## src/rtl/lin_up_pkg.sv

```systemverilog
package lin_up_pkg;
  localparam int SAMPLE_W = 16;
  localparam int FRAC_W   = 4;
  localparam int NUM_CH   = 2;

  typedef enum logic {
    RATIO_X8  = 1'b0,
    RATIO_X16 = 1'b1
  } ratio_e;
endpackage

```

## src/rtl/lin_step_ctrl.sv

```systemverilog
module lin_step_ctrl
  import lin_up_pkg::*;
#(
  parameter int FRAC_W = lin_up_pkg::FRAC_W,
  localparam int CNT_W = FRAC_W + 1
) (
  input  logic             clk_i,
  input  logic             rst_ni,
  input  logic             load_i,
  input  logic             tick_i,
  input  logic             ratio16_i,
  output logic             fine_o,
  output logic             started_o,
  output logic             adv_o,
  output logic             emit_o,
  output logic [CNT_W-1:0] cnt_o
);
  localparam logic [CNT_W-1:0] LAST_FINE   = CNT_W'(1) << FRAC_W;
  localparam logic [CNT_W-1:0] LAST_COARSE = CNT_W'(1) << (FRAC_W - 1);

  ratio_e           mode_q;
  logic             started_q;
  logic [CNT_W-1:0] cnt_q;
  logic [CNT_W-1:0] last;

  assign last      = (mode_q == RATIO_X16) ? LAST_FINE : LAST_COARSE;
  assign emit_o    = tick_i & started_q;
  assign adv_o     = emit_o & ~load_i & (cnt_q != last);
  assign fine_o    = (mode_q == RATIO_X16);
  assign started_o = started_q;
  assign cnt_o     = cnt_q;

  always_ff @(posedge clk_i or negedge rst_ni) begin
    if (!rst_ni) begin
      mode_q    <= RATIO_X8;
      started_q <= 1'b0;
      cnt_q     <= '0;
    end else if (load_i) begin
      mode_q    <= ratio16_i ? RATIO_X16 : RATIO_X8;
      started_q <= 1'b1;
      cnt_q     <= '0;
    end else if (adv_o) begin
      cnt_q <= cnt_q + CNT_W'(1);
    end
  end
endmodule

```

## src/rtl/lin_chan_interp.sv

```systemverilog
module lin_chan_interp #(
  parameter int SAMPLE_W = lin_up_pkg::SAMPLE_W,
  parameter int FRAC_W   = lin_up_pkg::FRAC_W,
  localparam int OUT_W   = SAMPLE_W + FRAC_W
) (
  input  logic                       clk_i,
  input  logic                       rst_ni,
  input  logic                       load_i,
  input  logic signed [SAMPLE_W-1:0] sample_i,
  input  logic                       adv_i,
  input  logic                       fine_i,
  output logic signed [OUT_W-1:0]    acc_o,
  output logic signed [SAMPLE_W-1:0] target_o
);
  logic signed [SAMPLE_W-1:0] base_q, target_q;
  logic signed [OUT_W-1:0]    acc_q, diff, inc;

  // difference of two 16-bit values needs 17 bits; 8x step needs 18
  assign diff = OUT_W'(target_q) - OUT_W'(base_q);
  assign inc  = fine_i ? diff : (diff <<< 1);

  always_ff @(posedge clk_i or negedge rst_ni) begin
    if (!rst_ni) begin
      base_q   <= '0;
      target_q <= '0;
      acc_q    <= '0;
    end else if (load_i) begin
      base_q   <= target_q;
      target_q <= sample_i;
      acc_q    <= {target_q, {FRAC_W{1'b0}}};
    end else if (adv_i) begin
      acc_q <= acc_q + inc;
    end
  end

  assign acc_o    = acc_q;
  assign target_o = target_q;
endmodule

```

## src/rtl/lin_out_serial.sv

```systemverilog
module lin_out_serial #(
  parameter int OUT_W = lin_up_pkg::SAMPLE_W + lin_up_pkg::FRAC_W
) (
  input  logic             clk_i,
  input  logic             rst_ni,
  input  logic             emit_i,
  input  logic [OUT_W-1:0] left_i,
  input  logic [OUT_W-1:0] right_i,
  output logic             valid_o,
  output logic             right_o,
  output logic [OUT_W-1:0] data_o
);
  logic [OUT_W-1:0] hold_q;
  logic             pend_q;

  always_ff @(posedge clk_i or negedge rst_ni) begin
    if (!rst_ni) begin
      hold_q  <= '0;
      pend_q  <= 1'b0;
      valid_o <= 1'b0;
      right_o <= 1'b0;
      data_o  <= '0;
    end else if (emit_i) begin
      data_o  <= left_i;
      hold_q  <= right_i;
      valid_o <= 1'b1;
      right_o <= 1'b0;
      pend_q  <= 1'b1;
    end else if (pend_q) begin
      data_o  <= hold_q;
      valid_o <= 1'b1;
      right_o <= 1'b1;
      pend_q  <= 1'b0;
    end else begin
      valid_o <= 1'b0;
      right_o <= 1'b0;
    end
  end
endmodule

```

## src/rtl/lin_upsampler.sv

```systemverilog
module lin_upsampler
  import lin_up_pkg::*;
#(
  parameter int SAMPLE_W = lin_up_pkg::SAMPLE_W,
  parameter int FRAC_W   = lin_up_pkg::FRAC_W,
  localparam int OUT_W   = SAMPLE_W + FRAC_W,
  localparam int CNT_W   = FRAC_W + 1
) (
  input  logic                clk_i,
  input  logic                rst_ni,
  input  logic                ratio16_i,
  input  logic                in_valid_i,
  input  logic [SAMPLE_W-1:0] in_left_i,
  input  logic [SAMPLE_W-1:0] in_right_i,
  input  logic                tick_i,
  output logic                out_valid_o,
  output logic                out_right_o,
  output logic [OUT_W-1:0]    out_data_o
);
  logic                       fine, started, adv, emit;
  logic [CNT_W-1:0]           step_cnt;
  logic signed [SAMPLE_W-1:0] samp_w [NUM_CH];
  logic signed [OUT_W-1:0]    acc_w  [NUM_CH];
  logic signed [SAMPLE_W-1:0] tgt_w  [NUM_CH];

  assign samp_w[0] = in_left_i;
  assign samp_w[1] = in_right_i;

  lin_step_ctrl #(.FRAC_W(FRAC_W)) u_ctrl (
    .clk_i    (clk_i),
    .rst_ni   (rst_ni),
    .load_i   (in_valid_i),
    .tick_i   (tick_i),
    .ratio16_i(ratio16_i),
    .fine_o   (fine),
    .started_o(started),
    .adv_o    (adv),
    .emit_o   (emit),
    .cnt_o    (step_cnt)
  );

  for (genvar ch = 0; ch < NUM_CH; ch++) begin : g_ch
    lin_chan_interp #(.SAMPLE_W(SAMPLE_W), .FRAC_W(FRAC_W)) u_chan (
      .clk_i   (clk_i),
      .rst_ni  (rst_ni),
      .load_i  (in_valid_i),
      .sample_i(samp_w[ch]),
      .adv_i   (adv),
      .fine_i  (fine),
      .acc_o   (acc_w[ch]),
      .target_o(tgt_w[ch])
    );
  end

  lin_out_serial #(.OUT_W(OUT_W)) u_ser (
    .clk_i  (clk_i),
    .rst_ni (rst_ni),
    .emit_i (emit),
    .left_i (acc_w[0]),
    .right_i(acc_w[1]),
    .valid_o(out_valid_o),
    .right_o(out_right_o),
    .data_o (out_data_o)
  );
endmodule

```

## config.mk

```make
export PLATFORM = sky130hd
export DESIGN_NAME = lin_upsampler
export DESIGN_NICKNAME = d
export VERILOG_FILES = /design/src/rtl/lin_up_pkg.sv /design/src/rtl/lin_step_ctrl.sv /design/src/rtl/lin_chan_interp.sv /design/src/rtl/lin_out_serial.sv /design/src/rtl/lin_upsampler.sv
export SDC_FILE = /design/constraint.sdc
export NUM_CORES = 1
export LEC_CHECK = 0
export ABC_CLOCK_PERIOD_IN_PS = 5180
export BUFFER_PORTS_ARGS = -buffer_cell sky130_fd_sc_hd__buf_2
export CAP_MARGIN = 20
export CELL_PAD_IN_SITES_DETAIL_PLACEMENT = 1
export CELL_PAD_IN_SITES_GLOBAL_PLACEMENT = 1
export CORE_MARGIN = 5
export CORE_UTILIZATION = 48
export CTS_CLUSTER_DIAMETER = 150
export CTS_CLUSTER_SIZE = 12
export DETAILED_ROUTE_END_ITERATION = 8
export GPL_TIMING_DRIVEN = 0
export PLACE_DENSITY = 0.87
export SLEW_MARGIN = 20
export SYNTH_ARGS = -nofsm -noshare
export SYNTH_HDL_FRONTEND = slang
export SYNTH_SLANG_ARGS = --single-unit
```

## constraint.sdc

```tcl
create_clock -name clk_i -period 5.18 [get_ports clk_i]
set_input_delay 0.518 -clock clk_i [delete_from_list [all_inputs] [get_ports clk_i]]
set_output_delay 0.518 -clock clk_i [all_outputs]
set_load 0.01 [all_outputs]
```

* Word level (Yosys, flattened, before mapping)
Cells that the tools add are included.
Cells by class: bitwise operators 4, mux-type cells 16, add/subtract/negate cells 5, reductions and logical operators 2, equal/unequal tests 1
Operator list (number):
- 20-bit 2-to-1 mux | 8
- 20-bit adder | 2
- 16-bit by 16-bit subtractor with 17-bit output | 2
- 5-bit 2-to-1 mux | 3
- 5-bit by 1-bit adder with 5-bit output, second input constant | 1
- 1-bit 2-to-1 mux | 5
- 5-bit != test | 1
- 2-bit nonzero test | 2
- 1-bit AND | 3
- 1-bit inverter | 1
Storage, ports and cells: input bits 37, word-level logic and storage cells 42, register bits after elaboration 154

* Longest topological paths before layout
Gate-level depths: netlist of the first run.
word-level depth 5, depth in mapped cells 22, depth with buffers taken out 21

* Cells and area by module
A second synthesis of the first run with hierarchy kept.
Unflattened totals: cell total of the unflattened synthesis 1051, area, all modules 10183.5 sq um
Modules (own cells, without submodules):
- lin_chan_interp at g_ch[0].u_chan | instances 1, sequential area each 1301.2 sq um, area an instance 3972.6 sq um, cells each 437
- lin_chan_interp at g_ch[1].u_chan | instances 1, sequential area each 1301.2 sq um, area an instance 3916.3 sq um, cells each 432
- lin_out_serial | instances 1, sequential area each 1076.0 sq um, area an instance 1856.8 sq um, cells each 135
- lin_step_ctrl | instances 1, sequential area each 175.2 sq um, area an instance 437.9 sq um, cells each 47

* Worst setup path before layout of the first run
OpenSTA, ideal clock, no wires.
kind register -> register, start register g_ch[1].u_chan.base_q[0], end register g_ch[1].u_chan.acc_q[19], required time 5.098 ns, clock period less this slack 4.048 ns, slack 1.132 ns, data arrival time 3.966 ns, stages on the path, launching flop included 20, cells stage by stage dfrtp_1 > ha_1 > fa_1 > nor2b_1 > o31a_1 > o211ai_2 > a21oi_1 > nor2_1 > xnor2_1 > mux2_2 > ha_1 > and3_1 > a221oi_1 > nand2_1 > a31oi_2 > o31ai_2 > a31oi_1 > xor2_1 > or3_1 > a31oi_1
On the way: word-level cells in the longest chain between the ends 5
RTL lines:
- from (decl) | line lin_chan_interp.sv:15 | logic signed [SAMPLE_W-1:0] base_q, target_q;
- from (signal assigned) | line lin_chan_interp.sv:28 | base_q <= target_q;
- 16-bit by 16-bit subtractor with 17-bit output | line lin_chan_interp.sv:19 | assign diff = OUT_W'(target_q) - OUT_W'(base_q);
- 20-bit 2-to-1 mux | line lin_chan_interp.sv:20 | assign inc = fine_i ? diff : (diff <<< 1);
- 20-bit adder | line lin_chan_interp.sv:32 | acc_q <= acc_q + inc;
- 20-bit 2-to-1 mux | line lin_chan_interp.sv:31 | end else if (adv_i) begin
- 20-bit 2-to-1 mux | line lin_chan_interp.sv:27 | end else if (load_i) begin
- to (signal assigned) | line lin_chan_interp.sv:30 | acc_q <= {target_q, {FRAC_W{1'b0}}};
- to (signal assigned) | line lin_chan_interp.sv:32
- to (decl) | line lin_chan_interp.sv:16 | logic signed [OUT_W-1:0] acc_q, diff, inc;
Every way passes these cells. The select of a mux whose other input is x is not followed. A chain may end at the register's enable or synchronous reset.

* Final worst setup path of the first run
start register u_ctrl.mode_q (netlist: u_ctrl.fine_o), end register g_ch[0].u_chan.acc_q[16]
On the way: word-level cells in the longest chain between the ends 4, elaborated cells on any way between the ends 8, those cells by class add/sub (1); eq/ne (1); mux (4); bitwise (1); reduce/logical (1)
RTL lines:
- from (decl) | line lin_step_ctrl.sv:21 | ratio_e mode_q;
- from (signal assigned) | line lin_step_ctrl.sv:39 | mode_q <= ratio16_i ? RATIO_X16 : RATIO_X8;
- 20-bit 2-to-1 mux / 5-bit 2-to-1 mux (equally long branches) | line lin_chan_interp.sv:20, lin_step_ctrl.sv:26
- 20-bit adder / 5-bit != test (equally long branches) | line lin_chan_interp.sv:32, lin_step_ctrl.sv:28
- 20-bit 2-to-1 mux / 1-bit AND (equally long branches) | line lin_chan_interp.sv:31, lin_step_ctrl.sv:28
- 20-bit 2-to-1 mux / 2-bit nonzero test (equally long branches)
- to (signal assigned) | line lin_chan_interp.sv:30
- to (signal assigned) | line lin_chan_interp.sv:32
- to (decl) | line lin_chan_interp.sv:16
Several ways; a longest one is shown, not always the timed one. The select of a mux whose other input is x is not followed.

==> results of run 1 <==
==> cells in the mapped netlist, types with 2 or more instances <==
master / count
buf_1: 4
xor2_1: 20
ha_1: 80
o211ai_2: 2
mux2_2: 35
and2_1: 3
o21a_1: 9
buf_2: 2
a221o_1: 2
and3_1: 5
a21oi_1: 66
nor2_1: 63
nand2b_1: 9
o211ai_1: 3
inv_1: 60
o21ai_1: 12
a211oi_2: 2
nor3_1: 14
o41ai_2: 2
dfrtp_1: 154
nand3_1: 3
xnor2_1: 37
nand4_1: 5
a211o_1: 4
nand2_1: 196
nor4_1: 2
or3_1: 6
fa_1: 4
mux2i_1: 30
clkinv_1: 2
clkbuf_1: 39
o21bai_1: 5
a21o_1: 14
a31oi_1: 11
o41a_1: 2
o22ai_1: 2
a211oi_1: 11
or2_2: 4
o21ai_0: 105
nor2b_1: 12
==> state kept, by name (all words and copies together) (netlist names) <==
signal	count
u_ser.hold_q	20
g_ch.u_chan.acc_o	40
u_ctrl.fine_o	1
g_ch.u_chan.base_q	32
u_ser.valid_o	1
u_ser.pend_q	1
u_ctrl.started_o	1
u_ser.right_o	1
g_ch.u_chan.target_o	32
u_ctrl.cnt_o	5
u_ser.data_o	20
==> power by group <==
| part | switching, mW | internal (mW) |
|---|---|---|
| combinational | 1.72 | 1.23 |
| sequential | 0.257 | 1.46 |
| clock | 0.501 | 0.893 |
==> per-stage QoR <==
stage / worst slack, ns / utilization, %
floorplan: 1.13 / -
global placement: 0.724 / 51.4
detailed placement: 0.553 / 51.6
CTS: 0.346 / 54.7
global route: 0.0943 / 54.7
finish: 0.241 / 54.7
==> cell families after synthesis <==
family                   Yosys count  synth area share (%)
AO/OA/AOI/OAI                    278                  18.1
flip-flops                       154                  39.7
adder cells (fa/ha/maj)           84                  11.1
XOR/XNOR                          57                  5.14
AND/OR/NAND/NOR                  329                  14.5
buffers and inverters            107                  4.16
multiplexers                      66                  7.27
==> cell type report <==
cell class              instances  area [um^2]
fillers                      2341         9100
multi-input cells             814         5450
flip-flops and latches        154         3850
clock buffers                  20          437
well taps                     270          338
repair buffers                 58          323
inverters                      62          233
clock inverters                 9          198
plain buffers                  45          171
==> worst min-delay path by stage <==
stage	end	slack, ns	cells past startpoint
global placement	u_ctrl.started_o	0.45	1
CTS	g_ch[0].u_chan.base_q[6]	0.07	1
finish	g_ch[0].u_chan.target_o[7]	0.03	1
floorplan	g_ch[0].u_chan.acc_o[0]	0.22	0
global route	g_ch[0].u_chan.base_q[6]	0.08	1
detailed placement	u_ser.hold_q[19]	0.47	2
==> per-layer routing <==
layer  vias to the layer above  global-route usage (%)  wire, um
met3                        68                    4.09      1510
met5                         -                       0         0
met4                         0                    10.5       990
met1                      4247                    35.3     13400
li1                       3870                       -         -
met2                       253                    44.2     14600
==> worst register-to-register path, cell delays in order, from the launching register on <==
cell and delay [ns]:
dfrtp_1 0.35, clkbuf_1 0.49, inv_1 0.18, clkbuf_1 0.36, clkbuf_1 0.37, nor2_1 0.30
ha_1 0.26, inv_1 0.08, fa_1 0.40, nor2b_1 0.19, o21ai_1 0.13, a21boi_2 0.25
o41ai_2 0.11, a211oi_2 0.31, nor3_1 0.12, or3b_1 0.39, a311oi_1 0.40, a21oi_1 0.10
==> results.sh, run 1 <==
export IMPL_worstSetupPathType="flop to flop"
export IMPL_clk_pin_slew_worst_paths_ns=0.06
export IMPL_async_reset_ff_share_pct=100
export IMPL_synth_area_leader_cell="dfrtp_1"
export IMPL_h_tree_depth=4
export IMPL_syn_nets=1196
export IMPL_port_buffers=57
export IMPL_worstSetupPathDepth=17
export IMPL_nets=1273
export IMPL_clk_latency_ns=0.44
export IMPL_power_density_mw_per_mm2=551
export IMPL_cts_tree="yes"
export IMPL_fp_dieH_um=152
export IMPL_synth_edff_count=0
export IMPL_grtUsageTotal_pct=26.7
export IMPL_hold_ws_ns=0.0281
export IMPL_worst_path_buf_inv=5
export IMPL_final_cell_mix="nand2_1 (196), dfrtp_1 (154), o21ai_0 (105)"
export IMPL_synthTopCellsByArea="dfrtp_1 (40%), ha_1 (10%), nand2_1 (7.6%)"
export IMPL_crit_arrival_ns=5.21
export IMPL_r2r_cells=17
export IMPL_firstDrtPassIters=5
export IMPL_period_share_pct=95.3
export IMPL_critical_path_most_common_cell="clkbuf_1"
export IMPL_ys_types=74
export IMPL_ctsResizeCount=0
export IMPL_hpwl_um=22200
export IMPL_instances_no_fill=1432
export IMPL_hold_viol_final=0
export IMPL_wirelength_um=30500
export IMPL_min_path_type="primary input to async pin"
export IMPL_grt_pass1_wl_um=49800
export IMPL_critPathMaxStageDelay_ns=0.49
export IMPL_avgSynthCellArea_um2=9.03
export IMPL_max_freq_mhz=202
export IMPL_insertedDiodeCount=0
export IMPL_cp_max_fo=10
export IMPL_critPathTopFamily="buffers and inverters"
export IMPL_worstMarginPinSlew_ns=0.944
export IMPL_gp_congestion=0.921
export IMPL_peakVddDrop_mv=0.289
export IMPL_viasPerCell=5.89
export IMPL_drv_slew=0
export IMPL_timing_rr_start="u_ctrl.fine_o"
export IMPL_setup_viol=0
export IMPL_root_buffer="clkbuf_16"
export IMPL_required_ns=5.45
export IMPL_route_detailed_drc=0
export IMPL_cts_hold_buf=0
export IMPL_io_pins=59
export IMPL_dieWidth_um=152
export IMPL_worstPathCellList="clkbuf_1 > inv_1 > clkbuf_1 > clkbuf_1 > nor2_1 > ha_1 > inv_1 > fa_1 > nor2b_1 > o21ai_1 > a21boi_2 > o41ai_2 > a211oi_2 > nor3_1 > or3b_1 > a311oi_1 > a21oi_1"
export IMPL_p_total_mw=6.07
export IMPL_post_cts_buffers=0
export IMPL_setup_tns_final_ns=0
export IMPL_start_util_pct=48.3
export IMPL_dieArea_mm2=0.0232
export IMPL_first_global_vias=9205
export IMPL_grt_max_degree=84
export IMPL_maxCapViolations=0
export IMPL_placed_cell_area_mm2=0.0104
export IMPL_finalCriticalPeriod_ns=4.94
export IMPL_syn_to_final_growth_pct=13.3
export IMPL_ys_ff_latch=154
export IMPL_synth_top_cell_area_share_pct=39.7
export IMPL_r2r_slack_ns=0.24
export IMPL_avgRoutedWirePerCell_um=21.3
export IMPL_status="complete, no violations"
export IMPL_clkSinkCount=154
export IMPL_rows=52
export IMPL_max_clock_path_buffers=2
export IMPL_reg2reg_to="g_ch[0].u_chan.acc_o[16]"
export IMPL_ys_flop_type="dfrtp_1"
export IMPL_grt_overflow=0
export IMPL_core_area_mm2=0.0201
export IMPL_yosys_warnings=0
export IMPL_placed_cells_incl_taps=1403
export IMPL_antenna_left=0
export IMPL_cts_buffers=17
export IMPL_fin_skew_ns=0.00947
export IMPL_crit_end="g_ch[0].u_chan.acc_o[16]"
export IMPL_end_kind="flop"
export IMPL_drt_initial_drc_count=550
export IMPL_num_vias=8438
export IMPL_rsz0062_at_grt="false"
export IMPL_syn_instance_count=1075
export IMPL_seq_area_frac_synth_pct=39.7
export IMPL_antenna_found_initial=0
export IMPL_layout_commonest_cell="nand2_1"
export IMPL_syn_area_mm2=0.00971
export IMPL_drive_gt1_share_pct=12.7
export IMPL_cp_startpoint="u_ctrl.fine_o"
export IMPL_worstSetupStartpointType="flop"
export IMPL_fin_area_mm2=0.0110
export IMPL_p_leak_nw=5.21
export IMPL_max_slew_margin_pct=37.0
export IMPL_cpMaxStageDelayCell="clkbuf_1"
Note: power is estimated with default switching activity, not from simulation.
==> run 2, diff against run 1 <==
--- a/config.mk
+++ b/config.mk
@@ -8,14 +8,13 @@
 export ABC_CLOCK_PERIOD_IN_PS = 5180
 export BUFFER_PORTS_ARGS = -buffer_cell sky130_fd_sc_hd__buf_2
 export CAP_MARGIN = 20
-export CELL_PAD_IN_SITES_DETAIL_PLACEMENT = 1
+export CELL_PAD_IN_SITES_DETAIL_PLACEMENT = 0
 export CELL_PAD_IN_SITES_GLOBAL_PLACEMENT = 1
 export CORE_MARGIN = 5
 export CORE_UTILIZATION = 48
 export CTS_CLUSTER_DIAMETER = 150
 export CTS_CLUSTER_SIZE = 12
 export DETAILED_ROUTE_END_ITERATION = 8
-export GPL_TIMING_DRIVEN = 0
 export PLACE_DENSITY = 0.87
 export SLEW_MARGIN = 20
 export SYNTH_ARGS = -nofsm -noshare
==> results.sh, run 2 (same netlist as run 1, synthesis figures left out) <==
export IMPL_cts_buffers=17
export IMPL_status="complete, no violations"
export IMPL_drv_slew=0
export IMPL_combPwrFrac_pct=48.1
export IMPL_required_ns=5.53
export IMPL_io_pins=59
export IMPL_firstDrtPassIters=5
export IMPL_dieArea_mm2=0.0232
export IMPL_maxCapViolations=0
export IMPL_place_ws_ns=0.767
export IMPL_clk_latency_ns=0.43
export IMPL_crit_arrival_ns=4.79
export IMPL_min_path_type="primary input to flop"
export IMPL_h_tree_depth=4
export IMPL_ctsResizeCount=0
export IMPL_worstSetupPathType="flop to flop"
export IMPL_nets=1238
export IMPL_max_clock_path_buffers=2
export IMPL_placed_cell_area_mm2=0.0102
export IMPL_clkSinkCount=154
export IMPL_finalCriticalPeriod_ns=4.44
export IMPL_grtUsageTotal_pct=19.9
export IMPL_fin_area_mm2=0.0109
export IMPL_route_detailed_drc=0
export IMPL_max_freq_mhz=225
export IMPL_p_int_mw=3.47
export IMPL_drive_gt1_share_pct=14.2
export IMPL_antenna_found_initial=0
export IMPL_setup_tns_final_ns=0
export IMPL_power_density_mw_per_mm2=531
export IMPL_clkPwrFrac_pct=22.6
export IMPL_cts_tree="yes"
export IMPL_start_util_pct=48.3
export IMPL_avgRoutedWirePerCell_um=16.3
export IMPL_antenna_left=0
export IMPL_num_vias=7596
export IMPL_dieWidth_um=152
export IMPL_grt_overflow=0
export IMPL_largest_reg_flops=40
export IMPL_max_slew_margin_pct=34.9
export IMPL_rows=52
export IMPL_rsz0062_at_grt="false"
export IMPL_p_sw_mw=2.30
export IMPL_gp_congestion=0.857
export IMPL_p_total_mw=5.77
export IMPL_worstMarginPinSlew_ns=0.974
export IMPL_worstPathCellList="ha_1 > fa_1 > nor2b_1 > o31a_1 > o211ai_2 > a21oi_1 > nor2_1 > xnor2_1 > mux2_2 > ha_1 > and3_1 > a221oi_1 > nand2_1 > a31oi_2 > o31ai_2 > a31oi_1 > xor2_1 > or3_1 > a31oi_1"
export IMPL_core_area_mm2=0.0201
export IMPL_cp_max_fo=4
export IMPL_power_frac_seq_pct=29.2
export IMPL_worst_slack_ns=0.736
export IMPL_final_cell_mix="nand2_1 (196), dfrtp_1 (154), o21ai_0 (105)"
export IMPL_critPathTopFamily="compound AO/OA/AOI/OAI gates"
export IMPL_peakVddDrop_mv=0.271
export IMPL_period_share_pct=85.8
export IMPL_worstSetupStartpointType="flop"
export IMPL_hpwl_um=16700
export IMPL_critPathMaxStageDelay_ns=0.40
export IMPL_drt_initial_drc_count=487
export IMPL_insertedDiodeCount=0
export IMPL_p_sw_share_pct=39.9
export IMPL_fp_dieH_um=152
export IMPL_first_global_vias=7300
export IMPL_p_leak_nw=5.19
export IMPL_hold_viol_final=0
export IMPL_layout_commonest_cell="nand2_1"
export IMPL_grt_pass1_wl_um=37900
export IMPL_grt_max_degree=89
export IMPL_cpMaxStageDelayCell="fa_1"
export IMPL_port_buffers=58
export IMPL_clk_pin_slew_worst_paths_ns=0.07
export IMPL_viasPerCell=5.43
export IMPL_post_cts_buffers=0
export IMPL_wirelength_um=22800
export IMPL_end_kind="flop"
export IMPL_worst_path_buf_inv=0
export IMPL_root_buffer="clkbuf_16"
export IMPL_setup_viol=0
export IMPL_fin_skew_ns=0.00988
export IMPL_syn_to_final_growth_pct=12.0
==> run 2: metal layers <==
layer | part of all wire (%) | global-route usage (%)
met1 | 53 | 31.2
met2 | 42 | 28.4
met3 | 4.2 | 3.44
met4 | 1.2 | 5.35
met5 | 0 | 0
==> run 2: worst register-to-register path: stages (launching register included) <==
cell      delay, ns
dfrtp_1        0.39
ha_1           0.23
fa_1           0.40
nor2b_1        0.18
o31a_1         0.21
o211ai_2       0.11
a21oi_1        0.20
nor2_1         0.10
xnor2_1        0.14
mux2_2         0.30
ha_1           0.32
and3_1         0.21
a221oi_1       0.35
nand2_1        0.12
a31oi_2        0.21
o31ai_2        0.12
a31oi_1        0.20
xor2_1         0.10
or3_1          0.32
a31oi_1        0.16
==> run 2: per-stage QoR <==
step                      cells  util, %  hold slack [ns]
after floorplan            1075        -            0.222
after global placement     1367     51.0            0.406
after detailed placement   1367     51.0            0.406
after CTS                  1400     54.1            0.282
after global routing       1400     54.1            0.284
final                      1400     54.1            0.294
==> run 2: final timing paths <==
check	startpoint	endpoint	slack (ns)	depth (start not counted)
max in group asynchronous	rst_ni	g_ch[0].u_chan.acc_o[12]	3.45	3
min	in_left_i[12]	g_ch[0].u_chan.target_o[12]	0.29	3
min reg2reg	u_ser.hold_q[15]	u_ser.hold_q[15]	0.48	2
min in group asynchronous	rst_ni	g_ch[0].u_chan.target_o[7]	0.52	2
max	g_ch[1].u_chan.base_q[0]	g_ch[1].u_chan.acc_o[19]	0.74	19
max reg2reg	g_ch[1].u_chan.base_q[0]	g_ch[1].u_chan.acc_o[19]	0.74	19
==> run 2: power groups by stage <==
| stage | combinational, mW | sequential (mW) | clock, mW |
|---|---|---|---|
| final | 2.78 | 1.69 | 1.31 |
| after global routing | 3.12 | 1.72 | 1.39 |
| after CTS | 2.76 | 1.69 | 1.33 |
| after detailed placement | 2.73 | 1.71 | 0 |
| after global placement | 2.69 | 1.70 | 0 |
| after floorplan | 2.17 | 1.64 | 0 |
==> run 2: timing repair <==
action,CTS,global route
hold buffers,1,0
setup endpoints to repair,0,0
hold endpoints to repair,28,0
==> run 2: layout make-up <==
class,count,area [um^2]
Multi-Input combinational cell,814,5460
Inverter,62,233
Fill cell,1883,9230
Tap cell,270,338
Clock buffer,19,453
Sequential cell,154,3850
Clock inverter,13,165
Timing Repair Buffer,68,377
==> run 3, diff against run 2 <==
--- a/config.mk
+++ b/config.mk
@@ -5,17 +5,17 @@
 export SDC_FILE = /design/constraint.sdc
 export NUM_CORES = 1
 export LEC_CHECK = 0
-export ABC_CLOCK_PERIOD_IN_PS = 5180
+export ABC_CLOCK_PERIOD_IN_PS = 4000
 export BUFFER_PORTS_ARGS = -buffer_cell sky130_fd_sc_hd__buf_2
 export CAP_MARGIN = 20
 export CELL_PAD_IN_SITES_DETAIL_PLACEMENT = 0
 export CELL_PAD_IN_SITES_GLOBAL_PLACEMENT = 1
 export CORE_MARGIN = 5
-export CORE_UTILIZATION = 48
+export CORE_UTILIZATION = 43
 export CTS_CLUSTER_DIAMETER = 150
 export CTS_CLUSTER_SIZE = 12
 export DETAILED_ROUTE_END_ITERATION = 8
-export PLACE_DENSITY = 0.87
+export PLACE_DENSITY = 0.83
 export SLEW_MARGIN = 20
 export SYNTH_ARGS = -nofsm -noshare
 export SYNTH_HDL_FRONTEND = slang
==> constraint.sdc (replaced) <==
create_clock -name clk_i -period 4 [get_ports clk_i]
set_input_delay 0.4 -clock clk_i [delete_from_list [all_inputs] [get_ports clk_i]]
set_output_delay 0.4 -clock clk_i [all_outputs]
set_load 0.01 [all_outputs]
==> results.sh, run 3 (same netlist as run 1, synthesis figures left out) <==
export IMPL_status="finished, violations left"
export IMPL_violations="setup timing"
export IMPL_fin_skew_ns=0.00904
export IMPL_fp_dieH_um=160
export IMPL_min_path_type="primary input to flop"
export IMPL_critPathMaxStageDelay_ns=0.39
export IMPL_power_density_mw_per_mm2=713
export IMPL_reg2reg_to="g_ch[1].u_chan.acc_o[19]"
export IMPL_peakVddDrop_mv=0.328
export IMPL_worstSetupStartpointType="flop"
export IMPL_core_area_mm2=0.0224
export IMPL_p_int_mw=5.24
export IMPL_r2r_cells=19
export IMPL_layout_commonest_cell="nand2_1"
export IMPL_route_detailed_drc=0
export IMPL_drv_slew=0
export IMPL_first_global_vias=7579
export IMPL_cp_max_fo=4
export IMPL_worstPathCellList="inv_2 > ha_4 > nor2b_4 > o21a_1 > o21ai_2 > a21oi_2 > o41ai_4 > o211ai_1 > buf_4 > o41ai_4 > xnor2_2 > mux2_4 > ha_4 > nand2_4 > o31ai_4 > a31oi_1 > xor2_1 > or3_1 > a31oi_1"
export IMPL_power_frac_seq_pct=25.7
export IMPL_clkSinkCount=154
export IMPL_p_sw_mw=3.37
export IMPL_crit_arrival_ns=4.39
export IMPL_period_share_pct=101
export IMPL_rsz0062_at_grt="true"
export IMPL_cpMaxStageDelayCell="dfrtp_1"
export IMPL_r2r_slack_ns=-0.04
export IMPL_finalCriticalPeriod_ns=4.04
export IMPL_fin_area_mm2=0.0121
export IMPL_grt_pass1_wl_um=39700
export IMPL_p_leak_nw=5.69
export IMPL_firstDrtPassIters=5
export IMPL_min_to="g_ch[1].u_chan.target_o[4]"
export IMPL_setup_tns_final_ns=-0.0449
export IMPL_worst_slack_ns=-0.0449
export IMPL_hold_viol_final=0
export IMPL_antenna_left=0
export IMPL_p_sw_share_pct=39.2
export IMPL_combPwrFrac_pct=53.6
export IMPL_final_cell_mix="nand2_1 (192), dfrtp_1 (153), o21ai_0 (96)"
export IMPL_clk_pin_slew_worst_paths_ns=0.07
export IMPL_holdCritStartpoint="in_right_i[4]"
export IMPL_required_ns=4.34
export IMPL_nets=1321
export IMPL_rows=55
export IMPL_wirelength_um=24100
export IMPL_grt_overflow=0
export IMPL_worstMarginPinSlew_ns=0.837
export IMPL_antenna_found_initial=0
export IMPL_worstSetupPathType="flop to flop"
export IMPL_n_fill_cell=2035
export IMPL_max_slew_margin_pct=44.2
export IMPL_h_tree_depth=4
export IMPL_largest_reg_flops=40
export IMPL_root_buffer="clkbuf_16"
export IMPL_setup_viol=1
export IMPL_port_buffers=58
export IMPL_min_path_cells=3
export IMPL_grt_max_degree=105
export IMPL_max_clock_path_buffers=2
export IMPL_io_pins=59
export IMPL_max_freq_mhz=247
export IMPL_insertedDiodeCount=0
export IMPL_num_vias=7887
export IMPL_clk_latency_ns=0.43
export IMPL_drive_gt1_share_pct=25.6
export IMPL_clkPwrFrac_pct=20.6
export IMPL_hpwl_um=17400
export IMPL_syn_to_final_growth_pct=24.3
export IMPL_dieArea_mm2=0.0257
export IMPL_viasPerCell=5.27
export IMPL_placed_cell_area_mm2=0.0108
export IMPL_grtUsageTotal_pct=19.0
export IMPL_timing_rr_start="g_ch[1].u_chan.base_q[1]"
export IMPL_dieWidth_um=160
export IMPL_cts_buffers=17
export IMPL_cts_tree="yes"
export IMPL_avgRoutedWirePerCell_um=16.1
export IMPL_maxCapViolations=0
export IMPL_start_util_pct=43.3
export IMPL_drt_initial_drc_count=434
export IMPL_gp_congestion=0.896
export IMPL_end_kind="flop"
run 3: cell types whose count changed in the layout (fill, tap and decap cells not counted), moves of 5 or more:
cell     change
a21oi_1     -11
o21ai_1      +5
o21ai_0      -9
ha_1        -12
a21oi_2     +10
buf_4       +78
ha_4        +12
run 3: repair_timing:
item / 4_1_cts / 5_1_grt
buffers inserted: 5 / 7
resized for setup: 25 / 67
endpoints found under the hold margin: 0 / 23
endpoints found under the setup margin: 10 / 16
pin swaps: 16 / 30
hold buffers: 0 / 1
run 3: final cells by class:
class,instances,area (um^2),area share (%)
clock buffer,19,453,3.75
clock inverter,12,188,1.56
inverter,62,233,1.93
sequential,154,3850,31.9
multi-input combinational,814,5930,49.1
timing repair buffer,151,1050,8.72
tap,285,357,2.95
run 3: critical path: cells and delay by family (launching register included):
family / cells / cell delay (ns)
and+or+nand+nor: 3 / 0.47
xor gates and xnor gates: 2 / 0.29
AOI/OAI and AO/OA: 9 / 1.77
DFF: 1 / 0.39
muxes: 1 / 0.30
buffers and inverters: 2 / 0.26
adders and majority gates: 2 / 0.49
run 3: power by group through the flow:
stage          combinational, mW  sequential, mW  clock, mW
2_1_floorplan               2.82            2.12          0
3_3_place_gp                3.92            2.22          0
3_5_place_dp                3.97            2.23          0
4_1_cts                     4.14            2.21       1.81
5_1_grt                     5.11            2.26       1.88
6_report                    4.62            2.21       1.78
run 3: worst max path at each step:
stage                                          start                        to  depth (start not counted)
after floorplan             g_ch[1].u_chan.base_q[0]  g_ch[1].u_chan.acc_o[19]                         19
after global placement    g_ch[1].u_chan.target_o[0]  g_ch[1].u_chan.acc_o[19]                         21
after detailed placement    g_ch[1].u_chan.base_q[0]  g_ch[1].u_chan.acc_o[19]                         19
after CTS                   g_ch[1].u_chan.base_q[1]  g_ch[1].u_chan.acc_o[19]                         19
after global routing        g_ch[1].u_chan.base_q[1]  g_ch[1].u_chan.acc_o[19]                         22
final                       g_ch[1].u_chan.base_q[1]  g_ch[1].u_chan.acc_o[19]                         19
run 3: per-layer routing:
layer | part of all wire [%] | global-route usage [%] | wire [um] | vias up
li1 | - | - | - | 3975
met1 | 51 | 28.7 | 12300 | 3737
met2 | 44 | 28.4 | 10600 | 149
met3 | 3.8 | 2.94 | 916 | 26
met4 | 1.4 | 4.85 | 345 | 0
met5 | 0 | 0 | 0 | -
run 3: stage by stage:
step | cells | power [mW] | hold slack, ns | worst slack [ns] | utilization, %
2_1_floorplan | 1075 | 4.95 | 0.104 | 0.00394 | -
3_3_place_gp | 1452 | 6.14 | 0.451 | -0.146 | 48.2
3_5_place_dp | 1452 | 6.20 | 0.463 | -0.204 | 48.2
4_1_cts | 1488 | 8.15 | 0.138 | -0.0734 | 51.8
5_1_grt | 1497 | 9.25 | 0.188 | -0.230 | 53.8
6_report | 1497 | 8.61 | 0.178 | -0.0449 | 53.8
